$ cat src/rtl/dma_irq_pkg.sv
package dma_irq_pkg;

    typedef enum logic [3:0] {
        SEL_NONE,
        SEL_STAT,
        SEL_TC_STAT,
        SEL_TC_CLR,
        SEL_ERR_STAT,
        SEL_ERR_CLR,
        SEL_TC_RAW,
        SEL_ERR_RAW,
        SEL_EN_MAP,
        SEL_GCFG,
        SEL_SYNC,
        SEL_IDENT,
        SEL_CHAN
    } reg_sel_e;

    typedef struct packed {
        reg_sel_e   sel;
        logic       hit;
        logic [2:0] slot;
        logic [2:0] word;
    } dec_t;

    // word index (byte offset / 4) of the global registers
    localparam logic [3:0] W_STAT     = 4'd0;
    localparam logic [3:0] W_TC_STAT  = 4'd1;
    localparam logic [3:0] W_TC_CLR   = 4'd2;
    localparam logic [3:0] W_ERR_STAT = 4'd3;
    localparam logic [3:0] W_ERR_CLR  = 4'd4;
    localparam logic [3:0] W_TC_RAW   = 4'd5;
    localparam logic [3:0] W_ERR_RAW  = 4'd6;
    localparam logic [3:0] W_EN_MAP   = 4'd7;
    localparam logic [3:0] W_GCFG     = 4'd12;
    localparam logic [3:0] W_SYNC     = 4'd13;

    localparam int CH_WORDS    = 5;
    localparam int TC_IE_BIT   = 15;
    localparam int ERR_IE_BIT  = 14;
    localparam int CH_EN_BIT   = 0;

    function automatic logic [7:0] ident_byte(input logic [2:0] idx, input int nch);
        logic [7:0] b;
        case (idx)
            3'd0:    b = (nch == 2) ? 8'h81 : 8'h80;
            3'd1:    b = 8'h10;
            3'd2:    b = 8'h04;
            3'd3:    b = 8'h0A;
            3'd4:    b = 8'h0D;
            3'd5:    b = 8'hF0;
            3'd6:    b = 8'h05;
            default: b = 8'hB1;
        endcase
        return b;
    endfunction

endpackage

$ cat src/rtl/dma_irq_decode.sv
module dma_irq_decode
    import dma_irq_pkg::*;
#(
    parameter int NCH = 8
) (
    input  logic [9:0] addr_w,
    output dec_t       dec
);
    logic [2:0] slot;
    logic [2:0] word;

    assign slot = addr_w[5:3];
    assign word = addr_w[2:0];

    always_comb begin
        dec.sel  = SEL_NONE;
        dec.hit  = 1'b0;
        dec.slot = slot;
        dec.word = word;
        if (addr_w[9:6] == 4'h1) begin
            dec.sel = SEL_CHAN;
            dec.hit = (int'(slot) < NCH) && (int'(word) < CH_WORDS);
        end else if (addr_w[9:3] == 7'h7F) begin
            dec.sel = SEL_IDENT;
            dec.hit = 1'b1;
        end else if (addr_w[9:4] == 6'd0) begin
            dec.hit = 1'b1;
            case (addr_w[3:0])
                W_STAT:     dec.sel = SEL_STAT;
                W_TC_STAT:  dec.sel = SEL_TC_STAT;
                W_TC_CLR:   dec.sel = SEL_TC_CLR;
                W_ERR_STAT: dec.sel = SEL_ERR_STAT;
                W_ERR_CLR:  dec.sel = SEL_ERR_CLR;
                W_TC_RAW:   dec.sel = SEL_TC_RAW;
                W_ERR_RAW:  dec.sel = SEL_ERR_RAW;
                W_EN_MAP:   dec.sel = SEL_EN_MAP;
                W_GCFG:     dec.sel = SEL_GCFG;
                W_SYNC:     dec.sel = SEL_SYNC;
                default: begin
                    dec.sel = SEL_NONE;
                    dec.hit = 1'b0;
                end
            endcase
        end
    end
endmodule

$ cat src/rtl/dma_irq_evt_bank.sv
module dma_irq_evt_bank #(
    parameter int NCH = 8
) (
    input  logic           clk,
    input  logic           rst,
    input  logic [NCH-1:0] evt,
    input  logic           clr_we,
    input  logic [NCH-1:0] clr_bits,
    output logic [NCH-1:0] raw
);
    genvar c;
    generate
        for (c = 0; c < NCH; c++) begin : g_bit
            always_ff @(posedge clk) begin
                if (rst) begin
                    raw[c] <= 1'b0;
                end else if (evt[c]) begin
                    raw[c] <= 1'b1;           // event beats a same-cycle clear
                end else if (clr_we && clr_bits[c]) begin
                    raw[c] <= 1'b0;
                end
            end
        end
    endgenerate
endmodule

$ cat src/rtl/dma_irq_rdmux.sv
module dma_irq_rdmux
    import dma_irq_pkg::*;
#(
    parameter int NCH    = 8,
    parameter int SYNC_W = 16
) (
    input  dec_t              dec,
    input  logic              is_write,
    input  logic [NCH-1:0]    tc_raw,
    input  logic [NCH-1:0]    err_raw,
    input  logic [NCH-1:0]    tc_mask,
    input  logic [NCH-1:0]    err_mask,
    input  logic [NCH-1:0]    en_map,
    input  logic              gcfg_en,
    input  logic [SYNC_W-1:0] sync_q,
    input  logic [NCH*32-1:0] chan_rdata,
    output logic [31:0]       rdata,
    output logic              err
);
    logic [NCH-1:0] tc_m;
    logic [NCH-1:0] err_m;
    logic [31:0]    chan_word;

    assign tc_m  = tc_raw & tc_mask;
    assign err_m = err_raw & err_mask;

    always_comb begin
        chan_word = 32'd0;
        for (int c = 0; c < NCH; c++) begin
            if (int'(dec.slot) == c) chan_word = chan_rdata[c*32 +: 32];
        end
    end

    always_comb begin
        rdata = 32'd0;
        err   = !dec.hit;
        if (dec.hit && !is_write) begin
            case (dec.sel)
                SEL_STAT:     rdata = 32'(tc_m | err_m);
                SEL_TC_STAT:  rdata = 32'(tc_m);
                SEL_ERR_STAT: rdata = 32'(err_m);
                SEL_TC_RAW:   rdata = 32'(tc_raw);
                SEL_ERR_RAW:  rdata = 32'(err_raw);
                SEL_EN_MAP:   rdata = 32'(en_map);
                SEL_GCFG:     rdata = {31'd0, gcfg_en};
                SEL_SYNC:     rdata = 32'(sync_q);
                SEL_IDENT:    rdata = {24'd0, ident_byte(dec.word, NCH)};
                SEL_CHAN:     rdata = chan_word;
                default:      rdata = 32'd0;
            endcase
        end
    end
endmodule

$ cat src/rtl/dma_irq_regs.sv
module dma_irq_regs
    import dma_irq_pkg::*;
#(
    parameter int NCH    = 8,
    parameter int SYNC_W = 16
) (
    input  logic              clk,
    input  logic              rst,
    input  logic              req_valid,
    input  logic              req_write,
    input  logic [11:0]       req_addr,
    input  logic [31:0]       req_wdata,
    output logic              rsp_valid,
    output logic [31:0]       rsp_rdata,
    output logic              rsp_err,
    input  logic [NCH-1:0]    tc_evt_i,
    input  logic [NCH-1:0]    err_evt_i,
    input  logic [NCH*32-1:0] chan_cfg_i,
    input  logic [NCH*32-1:0] chan_rdata_i,
    output logic [NCH-1:0]    chan_wr_o,
    output logic [2:0]        chan_word_o,
    output logic [31:0]       chan_wdata_o,
    output logic              ctl_en_o,
    output logic [SYNC_W-1:0] sync_o,
    output logic              irq_o
);
    dec_t              dec;
    logic              wr_ok;
    logic [NCH-1:0]    tc_raw;
    logic [NCH-1:0]    err_raw;
    logic [NCH-1:0]    tc_mask;
    logic [NCH-1:0]    err_mask;
    logic [NCH-1:0]    en_map;
    logic              gcfg_en;
    logic [SYNC_W-1:0] sync_q;
    logic [31:0]       rd_data;
    logic              rd_err;
    logic              unused_bits;

    dma_irq_decode #(.NCH(NCH)) u_dec (
        .addr_w (req_addr[11:2]),
        .dec    (dec)
    );

    assign wr_ok = req_valid && req_write && dec.hit;

    // per-channel enables taken from the configuration words
    genvar c;
    generate
        for (c = 0; c < NCH; c++) begin : g_cfg
            assign tc_mask[c]  = chan_cfg_i[c*32 + TC_IE_BIT];
            assign err_mask[c] = chan_cfg_i[c*32 + ERR_IE_BIT];
            assign en_map[c]   = chan_cfg_i[c*32 + CH_EN_BIT];
            assign chan_wr_o[c] = wr_ok && (dec.sel == SEL_CHAN) && (int'(dec.slot) == c);
        end
    endgenerate

    assign chan_word_o  = dec.word;
    assign chan_wdata_o = req_wdata;
    assign unused_bits  = ^{chan_cfg_i, req_addr[1:0]};

    dma_irq_evt_bank #(.NCH(NCH)) u_tc_bank (
        .clk      (clk),
        .rst      (rst),
        .evt      (tc_evt_i),
        .clr_we   (wr_ok && dec.sel == SEL_TC_CLR),
        .clr_bits (req_wdata[NCH-1:0]),
        .raw      (tc_raw)
    );

    dma_irq_evt_bank #(.NCH(NCH)) u_err_bank (
        .clk      (clk),
        .rst      (rst),
        .evt      (err_evt_i),
        .clr_we   (wr_ok && dec.sel == SEL_ERR_CLR),
        .clr_bits (req_wdata[NCH-1:0]),
        .raw      (err_raw)
    );

    always_ff @(posedge clk) begin
        if (rst) begin
            gcfg_en <= 1'b0;
            sync_q  <= '0;
        end else if (wr_ok) begin
            if (dec.sel == SEL_GCFG) gcfg_en <= req_wdata[0];
            if (dec.sel == SEL_SYNC) sync_q  <= req_wdata[SYNC_W-1:0];
        end
    end

    dma_irq_rdmux #(.NCH(NCH), .SYNC_W(SYNC_W)) u_rd (
        .dec        (dec),
        .is_write   (req_write),
        .tc_raw     (tc_raw),
        .err_raw    (err_raw),
        .tc_mask    (tc_mask),
        .err_mask   (err_mask),
        .en_map     (en_map),
        .gcfg_en    (gcfg_en),
        .sync_q     (sync_q),
        .chan_rdata (chan_rdata_i),
        .rdata      (rd_data),
        .err        (rd_err)
    );

    always_ff @(posedge clk) begin
        if (rst) begin
            rsp_valid <= 1'b0;
            rsp_rdata <= 32'd0;
            rsp_err   <= 1'b0;
        end else begin
            rsp_valid <= req_valid;
            rsp_rdata <= req_valid ? rd_data : 32'd0;
            rsp_err   <= req_valid && rd_err;
        end
    end

    assign ctl_en_o = gcfg_en;
    assign sync_o   = sync_q;
    assign irq_o    = |((tc_raw & tc_mask) | (err_raw & err_mask));

endmodule

$ cat config.mk
export PLATFORM = sky130hd
export DESIGN_NAME = dma_irq_regs
export DESIGN_NICKNAME = d
export VERILOG_FILES = /design/src/rtl/dma_irq_pkg.sv /design/src/rtl/dma_irq_decode.sv /design/src/rtl/dma_irq_evt_bank.sv /design/src/rtl/dma_irq_rdmux.sv /design/src/rtl/dma_irq_regs.sv
export SDC_FILE = /design/constraint.sdc
export NUM_CORES = 1
export LEC_CHECK = 0
export CAP_MARGIN = 10
export CELL_PAD_IN_SITES_DETAIL_PLACEMENT = 0
export CELL_PAD_IN_SITES_GLOBAL_PLACEMENT = 1
export CORE_AREA = 2 2 261 263
export CTS_CLUSTER_SIZE = 24
export DETAILED_ROUTE_END_ITERATION = 7
export DIE_AREA = 0 0 263 265
export PLACE_DENSITY_LB_ADDON = 0.15
export SYNTH_ARGS = -nofsm -noshare
export SYNTH_HDL_FRONTEND = slang
export SYNTH_SLANG_ARGS = --single-unit
$ cat constraint.sdc
create_clock -name clk -period 5.29 [get_ports clk]
set_clock_uncertainty 0.15 [all_clocks]
set_input_delay 1.058 -clock clk [delete_from_list [all_inputs] [get_ports clk]]
set_output_delay 1.058 -clock clk [all_outputs]
set_load 0.02 [all_outputs]
==> results by group <==
Outcome
  – Status: completed

Floorplanning
  – Die height: 265 um
  – # IOs: 671
  – Starting Density: 8.30%
  – CORE AREA: 66800 um2
  – DIE WIDTH: 263 um
  – Die ar.: 69700 um2
  – Row count: 95

Detailed routing
  – Vias: 6899
  – Post-Route WL: 44.2 mm
  – Post-DRT Antenna Nets: 0
  – Metal2 WL: 19.5 mm
  – # DRC: 0
  – DR top layer: met5
  – Initial DRC Count: 352
  – Initial DRT Pass Iterations: 4
  – WL/cell: 23.0 um
  – Wire length on met3: 3.60 mm
  – M1 wire length: 20.4 mm
  – DR vias/cell: 3.58

Critical path
  – Crit-path leading delay family: buffers and inverters
  – Max incr delay on CP: 0.68 ns
  – Startpoint Class: primary input
  – R2R setup slack: 3.88 ns
  – Critical Path Start: req_addr[9]
  – Req. time, crit path: 4.08 ns
  – Crit path DAT: 3.25 ns
  – Crit path top cell by count: clkdlybuf4s50_1
  – Crit-path max FO: 8
  – Worst reg2reg startpoint: sync_o[0]
  – CP Class: in2out
  – CP Capture Type: primary output
  – Crit path buf inv count: 3
  – Slowest-stage cell, CP: clkdlybuf4s50_1
  – Crit-path cells: clkdlybuf4s50_1, nor4b_2, nand4_1, buf_4, nor3_1, clkdlybuf4s50_1

Clock tree
  – Number of hold-repair buffers added at the cts stage: 0
  – TritonCTS clock tree: yes
  – Setup Buffers After CTS: 0
  – Number of CTS-inserted buffers: 9
  – Worst-path clk slew: 0.06 ns
  – Clock sinks: 67
  – H-tree depth: 3
  – Clock Path Buffers: 2
  – Clk_lat worst skew: 0.38 ns
  – CTS root buffer: clkbuf_16
  – CTS resizes: 0

Yosys
  – Post-synth top area share: 24.2%
  – Register area share after synthesis: 24.2%
  – Leading area contributor after synthesis: dfxtp_1
  – Top-count cell post-synth: dfxtp_1
  – Asr flop ratio synth: 0%
  – Ranking of synthesized cells by area: dfxtp_1 (24%), mux2i_1 (7.6%), mux2_2 (6.5%)
  – Mapped Area: 5540 um2
  – Main synth FF type: dfxtp_1
  – Ys Warns: 0
  – Avg Inst Size Synth: 8.01 um2
  – Syn Nets: 1268
  – Post-synth EDFFs: 0
  – #FFs+latches synth: 67
  – Synth cell count leaders: dfxtp_1 (67), nor2_1 (62), a21oi_1 (45), nand2_1 (45)
  – Cell count after synthesis: 692
  – Yosys cell types: 59

Worst hold path
  – Hold WC Path Type: reg2reg
  – Hold Startpoint: sync_o[8]

Finish
  – Total Nets Final: 1622
  – Layout Cells excl Fill: 1926
  – Area grow syn2layout: 94.3%
  – Final design utilization: 16.1%
  – Share of layout cells above drive strength 1: 11.6%

STA
  – Max-slew violation count: 0
  – Final-report hold violation count: 0
  – Setup tns final: 0 ns
  – Setup Viol. Count Final: 0
  – Fin crit share: 84.4%
  – WHS: 0.333 ns
  – F_max: 224 MHz
  – Final min period: 4.46 ns
  – RSZ-0062 raised after global routing: false
  – Least-Margin Pin Slew: 0.883 ns
  – Slew HR: 41.1%

Placement
  – RD Place Congestion: 0.728
  – Dpl cells: 1908
  – PortBufs: 404
  – Post-detail-place hpwl: 35.5 mm

Global route
  – Largest net degree at the start of global routing: 68
  – Vias in the first global route: 7325
  – First-pass GRT wire length: 60.1 mm
  – Overall global routing resource usage: 12.4%
  – Antenna violations before repair: 10
  – Total gr overflow: 0

Power
  – Power Dens Cells: 166 nW/um2
  – VDD IR max: 0.136 mV
  – Leak: 0.00377 uW

Job
  – MaxCap Viol Count: 0
## worst register-to-register path, cell delays in order (launching register included)
cell and delay, ns:
dfxtp_1 0.40, mux2_2 0.19, nand2_1 0.05, o22ai_1 0.23, a21oi_1 0.11, a31oi_1 0.19
## final timing paths
kind             endpoint  cells past startpoint
max reg2reg  rsp_rdata[0]                      5
min          rsp_rdata[8]                      2
max          chan_wr_o[2]                      6
min reg2reg  rsp_rdata[8]                      2
## layer usage
layer	GRT usage, %	up-vias
met1	16.2	3230
li1	-	3286
met3	4.55	49
met2	19.3	318
met5	0	-
met4	2.84	16
## registers in the layout (all words and copies together) (netlist names)
| signal | count |
|---|---|
| sync_o | 16 |
| u_err_bank.raw | 8 |
| rsp_err | 1 |
| ctl_en_o | 1 |
| rsp_rdata | 32 |
| rsp_valid | 1 |
| u_tc_bank.raw | 8 |
## cells in the final DEF, fill, tap and decap left out, types with 3 or more instances in the layout
| cell | Yosys | routed |
|---|---|---|
| nor4_1 | 3 | 3 |
| buf_4 | 36 | 30 |
| a22o_1 | 14 | 14 |
| nor3_1 | 21 | 21 |
| nand3_1 | 6 | 6 |
| mux2i_1 | 42 | 42 |
| o221ai_1 | 3 | 3 |
| nand3b_1 | 6 | 6 |
| o2bb2ai_1 | 4 | 4 |
| buf_12 | 0 | 3 |
| nand4_1 | 10 | 10 |
| a311oi_1 | 10 | 10 |
| mux4_2 | 13 | 13 |
| clkbuf_16 | 0 | 9 |
| nand2b_1 | 6 | 6 |
| and3_1 | 5 | 5 |
| mux2_2 | 32 | 32 |
| a21oi_1 | 45 | 45 |
| a211oi_1 | 4 | 4 |
| nor2b_1 | 10 | 8 |
| dfxtp_1 | 67 | 67 |
| o32ai_1 | 3 | 3 |
| nor2_1 | 62 | 62 |
| clkdlybuf4s50_1 | 0 | 398 |
| inv_6 | 0 | 3 |
| o211ai_1 | 5 | 5 |
| nor3_2 | 10 | 10 |
| a221o_1 | 5 | 5 |
| a22oi_1 | 8 | 8 |
| nand2_1 | 45 | 45 |
| o22ai_1 | 7 | 7 |
| a221oi_1 | 20 | 20 |
| a31oi_1 | 29 | 29 |
| o21ai_0 | 42 | 42 |
| inv_1 | 29 | 29 |
| o211a_1 | 3 | 3 |
## through the flow
stage | cell area (um2) | setup slack (ns) | total power (uW)
4_1_cts | 10800 | 0.823 | 1850
3_3_place_gp | 10500 | 0.847 | 1130
2_1_floorplan | 5540 | 1.36 | 763
3_5_place_dp | 10500 | 0.836 | 1130
5_1_grt | 10800 | 0.647 | 1890
6_report | 10800 | 0.827 | 1790
## final cells by class
class                      instances  area, um2
sequential                        67       1340
inverter                          29        109
tap                              873       1090
multi-input combinational        505       3620
fill                            7594      56000
antenna                            2       5.00
clock inverter                     7       81.3
timing repair buffer             434       4290
clock buffer                       9        225
## cell families (layout without fill, tap and decap cells)
logic type | Yosys count | in the layout | share of synthesized area (%)
compound gates | 218 | 218 | 27.0
mux | 87 | 87 | 19.4
other cells | 0 | 2 | 0
flops | 67 | 67 | 24.2
buf+inv | 120 | 479 | 10.9
simple gates | 200 | 200 | 18.5
## power breakdown
group	switching, uW	internal [uW]
Clock	310	373
Combinational	252	330
Sequential	9.84	514
Total	572	1220
(Power assumes the default switching activity.)
